<file path="config.mk">
export PLATFORM = sky130hd
export DESIGN_NAME = pcipf_rd_sizer
export DESIGN_NICKNAME = d
export VERILOG_FILES = /design/src/rtl/pcipf_pkg.sv /design/src/rtl/pcipf_cmd_decode.sv /design/src/rtl/pcipf_burst_calc.sv /design/src/rtl/pcipf_ord_fifo.sv /design/src/rtl/pcipf_rd_sizer.sv
export SDC_FILE = /design/constraint.sdc
export NUM_CORES = 1
export LEC_CHECK = 0
export BUFFER_PORTS_ARGS = -buffer_cell sky130_fd_sc_hd__buf_2
export CAP_MARGIN = 25
export CORE_MARGIN = 3
export CORE_UTILIZATION = 30
export CTS_BUF_LIST = sky130_fd_sc_hd__clkbuf_4 sky130_fd_sc_hd__clkbuf_8
export DETAILED_ROUTE_END_ITERATION = 10
export SYNTH_ARGS = -nofsm -noshare
export SYNTH_HDL_FRONTEND = slang
export SYNTH_SLANG_ARGS = --single-unit
</file>
<file path="constraint.sdc">
create_clock -name clk -period 6.6 [get_ports clk]
set_clock_uncertainty 0.05 [all_clocks]
set_input_delay 0.66 -clock clk [delete_from_list [all_inputs] [get_ports clk]]
set_output_delay 0.66 -clock clk [all_outputs]
set_load 0.005 [all_outputs]
</file>
<file path="src/rtl/pcipf_pkg.sv">
package pcipf_pkg;

   localparam int BURST_W = 5;
   localparam int LINE_B  = 32;

   localparam logic [3:0] CMD_MEM_RD       = 4'b0110;
   localparam logic [3:0] CMD_MEM_RD_MULTI = 4'b1100;
   localparam logic [3:0] CMD_MEM_RD_LINE  = 4'b1110;

   typedef enum logic [2:0] {
      K_WRITE    = 3'd0,
      K_RD_WRAP  = 3'd1,
      K_RD_LINE  = 3'd2,
      K_RD_MULTI = 3'd3,
      K_BAD      = 3'd4
   } rd_kind_e;

endpackage

</file>
<file path="src/rtl/pcipf_cmd_decode.sv">
module pcipf_cmd_decode
   import pcipf_pkg::*;
(
   input  logic       is_write,
   input  logic [3:0] cmd,
   input  logic       wrap,
   output rd_kind_e   kind
);

   logic prefetch_rd;

   always_comb begin
      prefetch_rd = (cmd == CMD_MEM_RD) || (cmd == CMD_MEM_RD_MULTI) ||
                    (cmd == CMD_MEM_RD_LINE);
      if (is_write)
         kind = K_WRITE;
      else if (!prefetch_rd)
         kind = K_BAD;
      else if (wrap)
         kind = K_RD_WRAP;
      else if (cmd == CMD_MEM_RD_MULTI)
         kind = K_RD_MULTI;
      else
         kind = K_RD_LINE;
   end

endmodule

</file>
<file path="src/rtl/pcipf_burst_calc.sv">
module pcipf_burst_calc
   import pcipf_pkg::*;
#(
   parameter int DATA_W = 32
)(
   input  rd_kind_e             kind,
   input  logic [4:0]           addr_lo,
   output logic [BURST_W-1:0]   burst
);

   localparam int BEAT_B = DATA_W / 8;
   localparam int BPL    = LINE_B / BEAT_B;

   logic [BURST_W-1:0] idx;
   logic [BURST_W-1:0] to_next;

   generate
      if (DATA_W == 64) begin : g_beat64
         assign idx = {{(BURST_W-2){1'b0}}, addr_lo[4:3]};
      end else begin : g_beat32
         assign idx = {{(BURST_W-3){1'b0}}, addr_lo[4:2]};
      end
   endgenerate

   assign to_next = BURST_W'(BPL) - idx;

   always_comb begin
      case (kind)
         K_RD_LINE:  burst = to_next;
         K_RD_MULTI: burst = to_next + BURST_W'(BPL);
         default:    burst = BURST_W'(1);
      endcase
   end

endmodule

</file>
<file path="src/rtl/pcipf_ord_fifo.sv">
module pcipf_ord_fifo #(
   parameter int W     = 8,
   parameter int DEPTH = 4
)(
   input  logic         clk,
   input  logic         rst_n,
   input  logic         in_valid,
   output logic         in_ready,
   input  logic [W-1:0] in_data,
   output logic         out_valid,
   input  logic         out_ready,
   output logic [W-1:0] out_data
);

   localparam int PW = $clog2(DEPTH);

   logic [W-1:0]  mem [DEPTH];
   logic [PW:0]   wr_ptr, rd_ptr;
   logic          full, empty, push, pop;

   assign empty     = (wr_ptr == rd_ptr);
   assign full      = (wr_ptr[PW] != rd_ptr[PW]) && (wr_ptr[PW-1:0] == rd_ptr[PW-1:0]);
   assign in_ready  = !full;
   assign out_valid = !empty;
   assign push      = in_valid && !full;
   assign pop       = out_ready && !empty;
   assign out_data  = mem[rd_ptr[PW-1:0]];

   always_ff @(posedge clk) begin
      if (!rst_n) begin
         wr_ptr <= '0;
         rd_ptr <= '0;
      end else begin
         if (push) wr_ptr <= wr_ptr + 1'b1;
         if (pop)  rd_ptr <= rd_ptr + 1'b1;
      end
   end

   always_ff @(posedge clk) begin
      if (push) mem[wr_ptr[PW-1:0]] <= in_data;
   end

endmodule

</file>
<file path="src/rtl/pcipf_rd_sizer.sv">
module pcipf_rd_sizer
   import pcipf_pkg::*;
#(
   parameter int ADDR_W = 32,
   parameter int DATA_W = 32,
   parameter int DEPTH  = 4
)(
   input  logic                clk,
   input  logic                rst_n,
   input  logic                req_valid,
   output logic                req_ready,
   input  logic                req_write,
   input  logic [3:0]          req_cmd,
   input  logic                req_wrap,
   input  logic [ADDR_W-1:0]   req_addr,
   input  logic [DATA_W-1:0]   req_wdata,
   input  logic [DATA_W/8-1:0] req_be,
   output logic                rej_pulse,
   output logic                bus_valid,
   input  logic                bus_ready,
   output logic                bus_write,
   output logic [ADDR_W-1:0]   bus_addr,
   output logic [4:0]          bus_burst,
   output logic [DATA_W-1:0]   bus_wdata,
   output logic [DATA_W/8-1:0] bus_be
);

   localparam int BE_W = DATA_W / 8;
   localparam int LG   = $clog2(BE_W);
   localparam int EW   = 1 + BURST_W + ADDR_W + DATA_W + BE_W;

   initial begin
      assert (DATA_W == 32 || DATA_W == 64)
         else $error("DATA_W must be 32 or 64");
      assert (DEPTH >= 2 && (DEPTH & (DEPTH - 1)) == 0)
         else $error("DEPTH must be a power of two, at least 2");
      assert (ADDR_W > 5)
         else $error("ADDR_W must exceed 5");
   end

   typedef struct packed {
      logic                write;
      logic [BURST_W-1:0]  burst;
      logic [ADDR_W-1:0]   addr;
      logic [DATA_W-1:0]   wdata;
      logic [BE_W-1:0]     be;
   } entry_t;

   rd_kind_e            kind;
   logic [BURST_W-1:0]  burst;
   logic [ADDR_W-1:0]   addr_al;
   entry_t              in_ent, out_ent;
   logic                q_in_valid, q_in_ready;
   logic [EW-1:0]       q_out_bits;

   pcipf_cmd_decode u_dec (
      .is_write (req_write),
      .cmd      (req_cmd),
      .wrap     (req_wrap),
      .kind     (kind)
   );

   pcipf_burst_calc #(.DATA_W(DATA_W)) u_calc (
      .kind     (kind),
      .addr_lo  (req_addr[4:0]),
      .burst    (burst)
   );

   generate
      if (LG > 0) begin : g_align
         assign addr_al = {req_addr[ADDR_W-1:LG], {LG{1'b0}}};
      end else begin : g_noalign
         assign addr_al = req_addr;
      end
   endgenerate

   always_comb begin
      in_ent.write = (kind == K_WRITE);
      in_ent.burst = burst;
      in_ent.addr  = addr_al;
      in_ent.wdata = req_wdata;
      in_ent.be    = req_be;
   end

   assign q_in_valid = req_valid && (kind != K_BAD);
   assign req_ready  = q_in_ready;

   pcipf_ord_fifo #(.W(EW), .DEPTH(DEPTH)) u_fifo (
      .clk       (clk),
      .rst_n     (rst_n),
      .in_valid  (q_in_valid),
      .in_ready  (q_in_ready),
      .in_data   (in_ent),
      .out_valid (bus_valid),
      .out_ready (bus_ready),
      .out_data  (q_out_bits)
   );

   assign out_ent   = entry_t'(q_out_bits);
   assign bus_write = out_ent.write;
   assign bus_addr  = out_ent.addr;
   assign bus_burst = out_ent.burst;
   assign bus_wdata = out_ent.wdata;
   assign bus_be    = out_ent.be;

   always_ff @(posedge clk) begin
      if (!rst_n) rej_pulse <= 1'b0;
      else        rej_pulse <= req_valid && req_ready && (kind == K_BAD);
   end

endmodule

</file>
Yosys cells after proc, flatten, opt, wreduce, memory -nomap -nowiden
Memories as Yosys holds them, arrays and structs flattened. A register that Yosys moved wholly into a read port is not among the register bits.
Index checks and enable logic that the tools add are counted.
- muxes and demuxes: 9
- bitwise gates (word level): 0
- reduce and logical (&&, ||, !) cells: 11
- $add $sub $neg: 4
- magnitude comparators: 0
- divide/modulo/power cells: 0
- multiply operators: 0
- shifts and indexed selects: 0
- equality and inequality tests: 10
- operator list (operator ; count):
    5-bit one-hot mux with 2 select lines ; 1
    3-bit 2-to-1 mux ; 3
    4-bit equality test, second input constant ; 2
    3-bit by 1-bit adder with 3-bit output, second input constant ; 2
    3-bit by 2-bit equality test with 1-bit output, second input constant ; 2
    1-bit logical AND ; 6
    5-bit by 4-bit adder with 5-bit output, second input constant ; 1
    4-bit by 3-bit subtractor with 5-bit output, first input constant ; 1
    4-bit by 3-bit equality test with 1-bit output, second input constant ; 1
    2-bit 2-to-1 mux ; 2
    3-bit equality test ; 1
    3-bit equality test, second input constant ; 1
    3-bit zero test ; 1
    1-bit 2-to-1 mux ; 3
    3-bit inequality test, second input constant ; 1
    2-bit equality test ; 1
    1-bit zero test ; 2
    1-bit logical OR ; 2
    1-bit inequality test ; 1
- bits in latches: 0
- input bits: 78
- output and inout bits: 77
- logic and storage cells: 38
- flip-flop bits (word level): 7
- bits in read-only memories: 0
- memories kept: 1
- RAM bits: 288
- memories (memory ; depth ; bits a word ; read ports ; clocked after memory_dff ; wr ports ; line ; RTL):
    u_fifo.mem ; 4 ; 72 ; 1 ; 1 ; 1 ; pcipf_ord_fifo.sv:17 ; logic [W-1:0] mem [DEPTH];

Logic depth before layout (Yosys ltp)
Gate-level depths: netlist of the first run.
- depth after elaboration: 10
- depth in mapped cells: 4
- mapped depth without buffers: 4

Modules after synthesis
A second synthesis of the first run with hierarchy kept.
- cell total of the unflattened synthesis: 482
- area total of the unflattened synthesis: 11412.2 um^2
- by module, submodules not included (module ; cells each ; instances ; area each (um^2)):
    pcipf_ord_fifo ; 454 ; 1 ; 11222.0
    pcipf_burst_calc ; 13 ; 1 ; 85.1
    pcipf_cmd_decode ; 8 ; 1 ; 52.6
    pcipf_rd_sizer ; 7 ; 1 ; 52.6

Least setup slack after synthesis of the first run
No wires, ideal clock.
- path type: in2reg
- start: in req_cmd[2]
- end: mem u_fifo.mem[3][0] (netlist bit), enable pin
- setup slack: 2.143 ns
- cell stages on the path: 3
- required time: 6.059 ns
- buffers on the path: 0
- arrival: 3.916 ns
- cell sequence: nor2b_1 a21oi_1 nor3_2
- word-level cells in the longest chain between the ends: 10
- elaborated cells between the ends (all ways): 14
- ends and longest elaborated chain (what ; line ; RTL):
    from (decl) ; pcipf_rd_sizer.sv:13 ; input logic [3:0] req_cmd,
    4-bit equality test or 4-bit by 3-bit equality test with 1-bit output (tied branches) ; pcipf_cmd_decode.sv:13, pcipf_cmd_decode.sv:21 ;
    1-bit 2-to-1 mux or 1-bit logical OR (tied branches) ; pcipf_cmd_decode.sv:21, pcipf_cmd_decode.sv:13 ;
    3-bit 2-to-1 mux or 1-bit logical OR (tied branches) ; pcipf_cmd_decode.sv:19, pcipf_cmd_decode.sv:13 ;
    3-bit 2-to-1 mux * ; pcipf_cmd_decode.sv:17 ; else if (!prefetch_rd)
    3-bit 2-to-1 mux * ; pcipf_cmd_decode.sv:15 ; if (is_write)
    3-bit inequality test * ; pcipf_rd_sizer.sv:85 ; assign q_in_valid = req_valid && (kind != K_BAD);
    1-bit logical AND * ; pcipf_rd_sizer.sv:85 ;
    1-bit logical AND * ; pcipf_ord_fifo.sv:25 ; assign push = in_valid && !full;
    1-bit 2-to-1 mux * ; pcipf_ord_fifo.sv:40 ; if (push) mem[wr_ptr[PW-1:0]] <= in_data;
    1-bit 2-to-1 mux (not written as such) * ; pcipf_ord_fifo.sv:40 ;
    to (decl) ; pcipf_ord_fifo.sv:17 ;
Every way passes the cells marked *; elsewhere a longest branch is shown, timed or not.

==> results of run 1 <==
[flip-flops by register name, summed over array words and instances (netlist names), named ones only]
| signal | flops |
|---|---|
| u_fifo.rd_ptr | 3 |
| u_fifo.wr_ptr | 3 |
| rej_pulse | 1 |
| u_fifo.mem | 288 |
[critical path, delay by kind of cell, from the launching register on]
kind / cells / cell delay (ns)
buffers and inverters: 2 / 0.73
multiplexers: 1 / 0.59
flip-flops: 1 / 0.69
[power by group]
part           internal, mW  leakage (nW)  switching [mW]  total, mW
logic                 0.251          1.22           0.213      0.464
clock network         0.929         0.534           0.748       1.68
registers              2.13          2.71          0.0372       2.17
[cell usage in the layout, fill, tap and decap left out, drive strengths merged, types with 4 or more instances in the layout]
master and instances:
inv 6, edfxtp 288, clkbuf 64, nand2 8
nor2 6, clkinvlp 4, ha 6, buf 159
dfxtp 9, and2 6, clkinv 23, mux4 72
xor2 5
[cells by family (layout without fill, tap and decap cells)]
group           after synthesis  after routing
flops                       297            297
mux                          75             75
simple gates                 33             33
buf+inv                      26            259
xor+xnor                      8              8
fa+ha+maj                     6              6
compound gates                4              4
other cells                   1              3
[routing by layer]
layer | vias up | GRT usage | share of wire
li1 | 2295 | - | -
met2 | 145 | 0.189 | 0.49
met3 | 51 | 0.0353 | 0.062
met5 | - | 0 | 0.00058
met4 | 2 | 0.0512 | 0.032
met1 | 2645 | 0.145 | 0.42
[worst max path at each step]
stage / from / end / slack (ns) / cells past startpoint
after CTS: flop / bus_wdata[0] / 3.07 / 3
after global routing: flop / bus_wdata[0] / 3.01 / 3
final: flop / bus_wdata[0] / 3.27 / 3
after global placement: req_cmd[0] / u_fifo.mem[2][70] / 3.22 / 6
after floorplan: req_cmd[2] / u_fifo.mem[3][0] / 2.14 / 3
after detailed placement: req_cmd[0] / u_fifo.mem[2][37] / 3.22 / 6
[cell type report]
| class | instances | area (sq um) |
|---|---|---|
| Clock inverter | 30 | 223 |
| Multi-Input combinational cell | 128 | 2050 |
| Tap cell | 461 | 577 |
| Timing Repair Buffer | 159 | 858 |
| Antenna cell | 1 | 2.50 |
| Sequential cell | 297 | 8840 |
| Inverter | 6 | 22.5 |
| Fill cell | 3285 | 22500 |
| Clock buffer | 64 | 812 |
[through the flow]
| step | hold slack, ns | cell area (sq um) |
|---|---|---|
| 2_1_floorplan | 0.429 | 11000 |
| 3_3_place_gp | 0.446 | 12300 |
| 3_5_place_dp | 0.476 | 12300 |
| 4_1_cts | 0.132 | 13400 |
| 5_1_grt | 0.155 | 13400 |
| 6_report | 0.217 | 13400 |
==> summary.log, run 1 <==
qor: pwr.p_per_area 322 nW/um^2
qor: logic_synthesis.ys_async_sr_fraction 0
qor: detailed_routing.drcViolationCount 0
qor: cts.clock_network_latency_to_the_later_pin_of_the_worst_skew_pair 0.61 ns
qor: cts.clkTransAtPathRegs 0.06 ns
qor: logic_synthesis.yosys.area.top_type_share 0.787
qor: setup_path.worst_ep_arrival_time 2.62 ns
qor: logic_synthesis.synth_edf_count 288
qor: timing.final-hold-violation-count 0
qor: placed_design.io_buffers 150
qor: timing.rsz0062_at_grt no
qor: setup_path.rr_endpoint u_fifo.mem[2][7]
qor: logic_synthesis.synth_seq_area_share 0.803
qor: setup_path.critical_path.slowest_cell dfxtp_4
qor: setup_path.worst_path_cell_chain buf_4 -> mux4_2 -> buf_2
qor: global_routing.global_route.usage.total 0.116
qor: logic_synthesis.synth_xor_area_frac 0.00706
qor: logic_synthesis.synth_top_family_by_area multiplexers
qor: cts.clockRootBuffer clkbuf_8
qor: logic_synthesis.yosys.cell_count.top_type edfxtp_1
qor: logic_synthesis.post_synth_num_cell_types 32
qor: global_routing.grt_pass1_wl 33700 um
qor: logic_synthesis.netlist.top_cell.by_area edfxtp_1
qor: min_path.timing.hold.worst_path_depth 1
qor: setup_path.slowest_delay 0.69 ns
qor: setup_path.reg2regPathDepth 5
qor: global_routing.antenna_found_initial 2
qor: floorplan.start_util 0.307
qor: cts.tritoncts.num_buffers 52
qor: logic_synthesis.synth_mux_area_frac 0.150
qor: logic_synthesis.synth_compound_area_frac 0.00285
qor: global_routing.grt_start_max_net_pins 45
qor: setup_path.worst_setup_path_end_kind output port
qor: detailed_routing.avgViaCountPerCell 4.48
qor: floorplan.die_width 197 um
qor: pwr.power.leakage 4.47 nW
qor: pwr.power.ir.vdd_worst 0.000150 V
qor: cts.postCtsResizedCells 0
qor: floorplan.die_area 39000 sq um
qor: finish.area_delta_synth_final 21.7%
qor: detailed_routing.dr_total_vias 5138
qor: logic_synthesis.synth_top_cells_by_count edfxtp_1 (288), mux4_2 (72), buf_4 (9), dfxtp_1 (9), nand2_1 (8)
qor: floorplan.ios 155
qor: timing.headroom_to_the_max_slew_limit 0.505
qor: detailed_routing.wirelength_routed 22400 um
qor: cts.cts_hold_buffers 0
qor: global_routing.via_count_of_the_first_global_routing_pass 5712
qor: outcome.run_status finished clean
qor: global_routing.overflow 0
qor: timing.timing.final.crit_period 3.33 ns
qor: run.timing.max_cap.violations 0
qor: floorplan.core_area 35800 sq um
qor: finish.finalNetCount 728
qor: min_path.hold_end u_fifo.mem[1][62]
qor: timing.worst_slew_pin_slew 0.743 ns
qor: detailed_routing.drtIter0Drc 178
qor: placed_design.final_weighted_congestion_of_routability_driven_global_placement 0.682
qor: placed_design.place_ws 3.22 ns
qor: logic_synthesis.synth_adder_area_share 0.00683
qor: setup_path.r2r_start u_fifo.wr_ptr[1]
qor: setup_path.critical_path_peak_fanout 26
qor: timing.finalCritPeriodShare 0.504
qor: min_path.timing.hold.worst.start req_addr[28]
qor: placed_design.placed_cells 1051
qor: setup_path.reg2reg_setup_slack 3.53 ns
qor: finish.final_util 0.373
qor: min_path.hold_path_class in -> reg
qor: logic_synthesis.postSynthRegisterBits 297
qor: timing.post-route-worst-setup-slack 3.27 ns
qor: timing.tns 0 ns
qor: finish.post_route_cells_drive_above_1_share 0.472
qor: pwr.report.power.total 4.31 mW
qor: timing.final_report_setup_violation_count 0
qor: logic_synthesis.syn_inst 450
qor: detailed_routing.detail_route.wl_per_cell 19.5 um
qor: cts.h_tree_level_count 2
qor: logic_synthesis.syn_avg_cell_area 24.4 sq um
qor: cts.cts_buffer_depth 3
qor: cts.clock_sinks 297
qor: logic_synthesis.cell_area_after_synthesis 11000 sq um
qor: logic_synthesis.synth.area.top_cells edfxtp_1 (79%), mux4_2 (15%), dfxtp_1 (1.6%)
qor: cts.buffers_inserted_during_post_cts_setup_optimization 0
qor: detailed_routing.postRouteAntennaNets 0
qor: logic_synthesis.post_synth_and_or_nand_nor_area_fraction 0.0172
qor: timing.final_max_slew_viol_count 0
qor: cts.tritoncts done
qor: setup_path.worstPathRequired 5.89 ns
qor: floorplan.rows 69
qor: floorplan.die_h 197 um
qor: setup_path.critical_path_class reg -> out
qor: setup_path.worst_setup_path_start_kind flop
qor: timing.timing.fmax 301 MHz
qor: logic_synthesis.synth_ff_type edfxtp_1
qor: finish.finish.cell_count_without_fillers 1146
qor: placed_design.place_hpwl 12700 um
qor: logic_synthesis.synthesis.yosys.warnings 0
qor: detailed_routing.drt-pass1-iter-count 4
No activity file was read; power rests on OpenSTA's default activity.
==> run 2: changes to the inputs <==
clock period = 3 ns   (was 6.6 ns; I/O delays follow)
==> run 2 against run 1 <==
Net effect: hold slack lost 0.12 ns; total power up 120%; flip-flop and latch count is the same; clock power is 100% higher; worst setup slack worse by 3.0 ns; die area stayed put; largest cell class unchanged.
==> summary.log, run 2 (synthesized netlist as in run 1, its figures left out) <==
qor: outcome.run_status finished clean [unchanged]
qor: setup_path.critical_path_class reg -> out [unchanged]
qor: run.timing.max_cap.violations 0 [unchanged]
qor: timing.headroom_to_the_max_slew_limit 0.588 [was 0.505]
qor: timing.tns 0 ns [unchanged]
qor: floorplan.die_h 197 um [unchanged]
qor: setup_path.cp_top_family flip-flops [was buffers and inverters]
qor: pwr.report.power.total 9.32 mW [was 4.31 mW]
qor: detailed_routing.drcViolationCount 0 [unchanged]
qor: setup_path.r2r_start u_fifo.wr_ptr[0] [was u_fifo.wr_ptr[1]]
qor: pwr.combinational_share_of_power 0.121 [was 0.108]
qor: placed_design.final_weighted_congestion_of_routability_driven_global_placement 0.665 [was 0.682]
qor: finish.post_route_cells_drive_above_1_share 0.431 [was 0.472]
qor: pwr.power.leakage 4.80 nW [was 4.47 nW]
qor: finish.multi_input_comb_area 2050 sq um [about the same]
qor: setup_path.reg2reg_setup_slack 0.59 ns [was 3.53 ns]
qor: cts.tritoncts.num_buffers 50 [was 52]
qor: global_routing.overflow 0 [unchanged]
qor: cts.clkTransAtPathRegs 0.06 ns [about the same]
qor: pwr.p_per_area 659 nW/um^2 [was 322 nW/um^2]
qor: floorplan.die_width 197 um [unchanged]
qor: global_routing.antenna_found_initial 0 [was 2]
qor: finish.n_fill_cell 3239 [was 3285]
qor: floorplan.die_area 39000 sq um [unchanged]
qor: floorplan.ios 155 [unchanged]
qor: cts.clock_network_latency_to_the_later_pin_of_the_worst_skew_pair 0.60 ns [was 0.61 ns]
qor: placed_design.place_hpwl 13100 um [was 12700 um]
qor: min_path.timing.hold.worst.start req_cmd[0] [was req_addr[28]]
qor: detailed_routing.top_layer met4 [was met5]
qor: setup_path.slowest_delay 0.69 ns [about the same]
qor: pwr.clock_power_share 0.367 [was 0.389]
qor: finish.area_delta_synth_final 28.6% [was 21.7%]
qor: detailed_routing.drtIter0Drc 222 [was 178]
qor: timing.final_max_slew_viol_count 0 [unchanged]
qor: timing.finalCritPeriodShare 0.893
qor: detailed_routing.postRouteAntennaNets 0 [unchanged]
qor: pwr.power.switching 2.12 mW [was 0.998 mW]
qor: floorplan.start_util 0.307 [unchanged]
qor: detailed_routing.avgViaCountPerCell 4.43 [was 4.48]
qor: timing.rsz0062_at_grt no [unchanged]
qor: timing.timing.fmax 373 MHz
qor: cts.buffers_inserted_during_post_cts_setup_optimization 0 [unchanged]
qor: timing.final_report_setup_violation_count 0 [unchanged]
qor: timing.final-hold-violation-count 0 [unchanged]
qor: cts.cts_buffer_depth 3 [unchanged]
qor: pwr.power.internal 7.20 mW [was 3.31 mW]
qor: cts.tritoncts done [unchanged]
qor: floorplan.core_area 35800 sq um [unchanged]
qor: setup_path.worst_ep_arrival_time 2.33 ns [was 2.62 ns]
qor: cts.clock_sinks 297 [unchanged]
qor: setup_path.worst_setup_path_end_kind output port [unchanged]
qor: finish.highest_count_cells_in_the_layout_ignoring_fill_and_taps edfxtp_1 (288), buf_2 (150), mux4_2 (72), dlygate4sd3_1 (72), clkbuf_8 (53) [was edfxtp_1 (288), buf_2 (150), mux4_2 (72)]
qor: cts.h_tree_level_count 2 [unchanged]
qor: setup_path.cp.buffers_inverters 2 [unchanged]
qor: setup_path.critical_path_peak_fanout 23 [was 26]
qor: timing.finalHoldWorstSlack 0.102 ns [was 0.217 ns]
qor: setup_path.worst_path_cell_chain buf_4 -> mux4_2 -> buf_2 [unchanged]
qor: finish.final_util 0.394 [was 0.373]
qor: finish.finish.cell_count_without_fillers 1218 [was 1146]
qor: global_routing.grt_start_max_net_pins 52 [was 45]
qor: timing.timing.final.crit_period 2.68 ns
qor: placed_design.io_buffers 150 [unchanged]
qor: global_routing.global_route.usage.total 0.120 [was 0.116]
qor: pwr.sequential_share_of_power 0.512 [was 0.503]
qor: detailed_routing.drt-pass1-iter-count 4 [unchanged]
qor: detailed_routing.route.layer.met1.wl 10100 um [was 9390 um]
qor: pwr.power.ir.vdd_worst 0.000374 V [was 0.000150 V]
qor: finish.finish.instance_area 14100 sq um [was 13400 sq um]
qor: cts.postCtsResizedCells 0 [unchanged]
qor: placed_design.place_ws 0.532 ns [was 3.22 ns]
qor: setup_path.critical_path.slowest_cell dfxtp_4 [unchanged]
qor: setup_path.worst_setup_path_start_kind flop [unchanged]
qor: detailed_routing.wirelength_routed 23200 um [was 22400 um]
qor: finish.finalNetCount 806 [was 728]
qor: finish.diodes 0 [was 1]
qor: global_routing.via_count_of_the_first_global_routing_pass 5874 [was 5712]
qor: finish.mostFrequentLayoutCell edfxtp_1 [unchanged]
qor: finish.largest_register_ffs 288 [unchanged]
qor: timing.post-route-worst-setup-slack 0.322 ns [was 3.27 ns]
qor: floorplan.rows 69 [unchanged]
qor: min_path.hold_path_class in -> reg [unchanged]
qor: timing.worst_slew_pin_slew 0.616 ns [was 0.743 ns]
qor: detailed_routing.detail_route.wl_per_cell 19.0 um [was 19.5 um]
qor: global_routing.grt_pass1_wl 34900 um [was 33700 um]
qor: cts.clockRootBuffer clkbuf_8 [unchanged]
qor: detailed_routing.detailroute.wirelength.met3 1360 um [was 1380 um]
qor: detailed_routing.wl_met2 11200 um [was 10900 um]
qor: setup_path.worstPathRequired 2.65 ns [was 5.89 ns]
qor: finish.seq_area 8840 sq um [unchanged]
qor: pwr.swShare 0.227 [was 0.232]
qor: placed_design.placed_cells 1059 [was 1051]
qor: detailed_routing.dr_total_vias 5391 [was 5138]
qor: placed_design.placement.cell_area 12500 sq um [was 12300 sq um]
## run 2: cell types whose count changed in the layout (fill, tap and decap cells not counted), sizes merged
cell         change
buf              +8
clkbuf           +3
diode            -1
dlygate4sd3     +72
clkinvlp         -4
clkinv           -4
bufinv           -2
## run 2: repair_timing
item	in CTS	in global routing
hold buffers	72	0
hold endpoints to repair	281	0
endpoints found under the setup margin	0	0
## run 2: worst min-delay path, cell delays in order
cell and delay (ns):
buf_2 0.08, nor2b_1 0.07, nand4_1 0.16
## run 2: power by group through the flow
stage	Clock (mW)	Sequential, mW	Combinational, mW
detailed placement	0	4.87	1.08
global route	3.78	4.79	1.23
global placement	0	4.86	1.08
CTS	3.60	4.78	1.16
finish	3.42	4.77	1.13
floorplan	0	4.79	0.663
## run 2: worst paths after layout
check	end	depth (start not counted)
hold reg to reg	u_fifo.wr_ptr[2]	2
setup reg to reg	u_fifo.mem[0][35]	5
setup / recovery	bus_wdata[19]	3
hold / removal	u_fifo.mem[1][66]	3
## run 2: area by class of cell
class / instances / share of cell area
Tap cell: 461 / 0.0408
Clock buffer: 67 / 0.0591
Sequential cell: 297 / 0.625
Inverter: 6 / 0.00159
Clock inverter: 20 / 0.00779
Timing Repair Buffer: 239 / 0.120
Multi-Input combinational cell: 128 / 0.145
## run 2: metal layers
| metal | global-route usage | vias to the layer above |
|---|---|---|
| li1 | - | 2442 |
| met1 | 0.157 | 2744 |
| met2 | 0.190 | 165 |
| met3 | 0.0316 | 40 |
| met4 | 0.0531 | 0 |
| met5 | 0 | - |
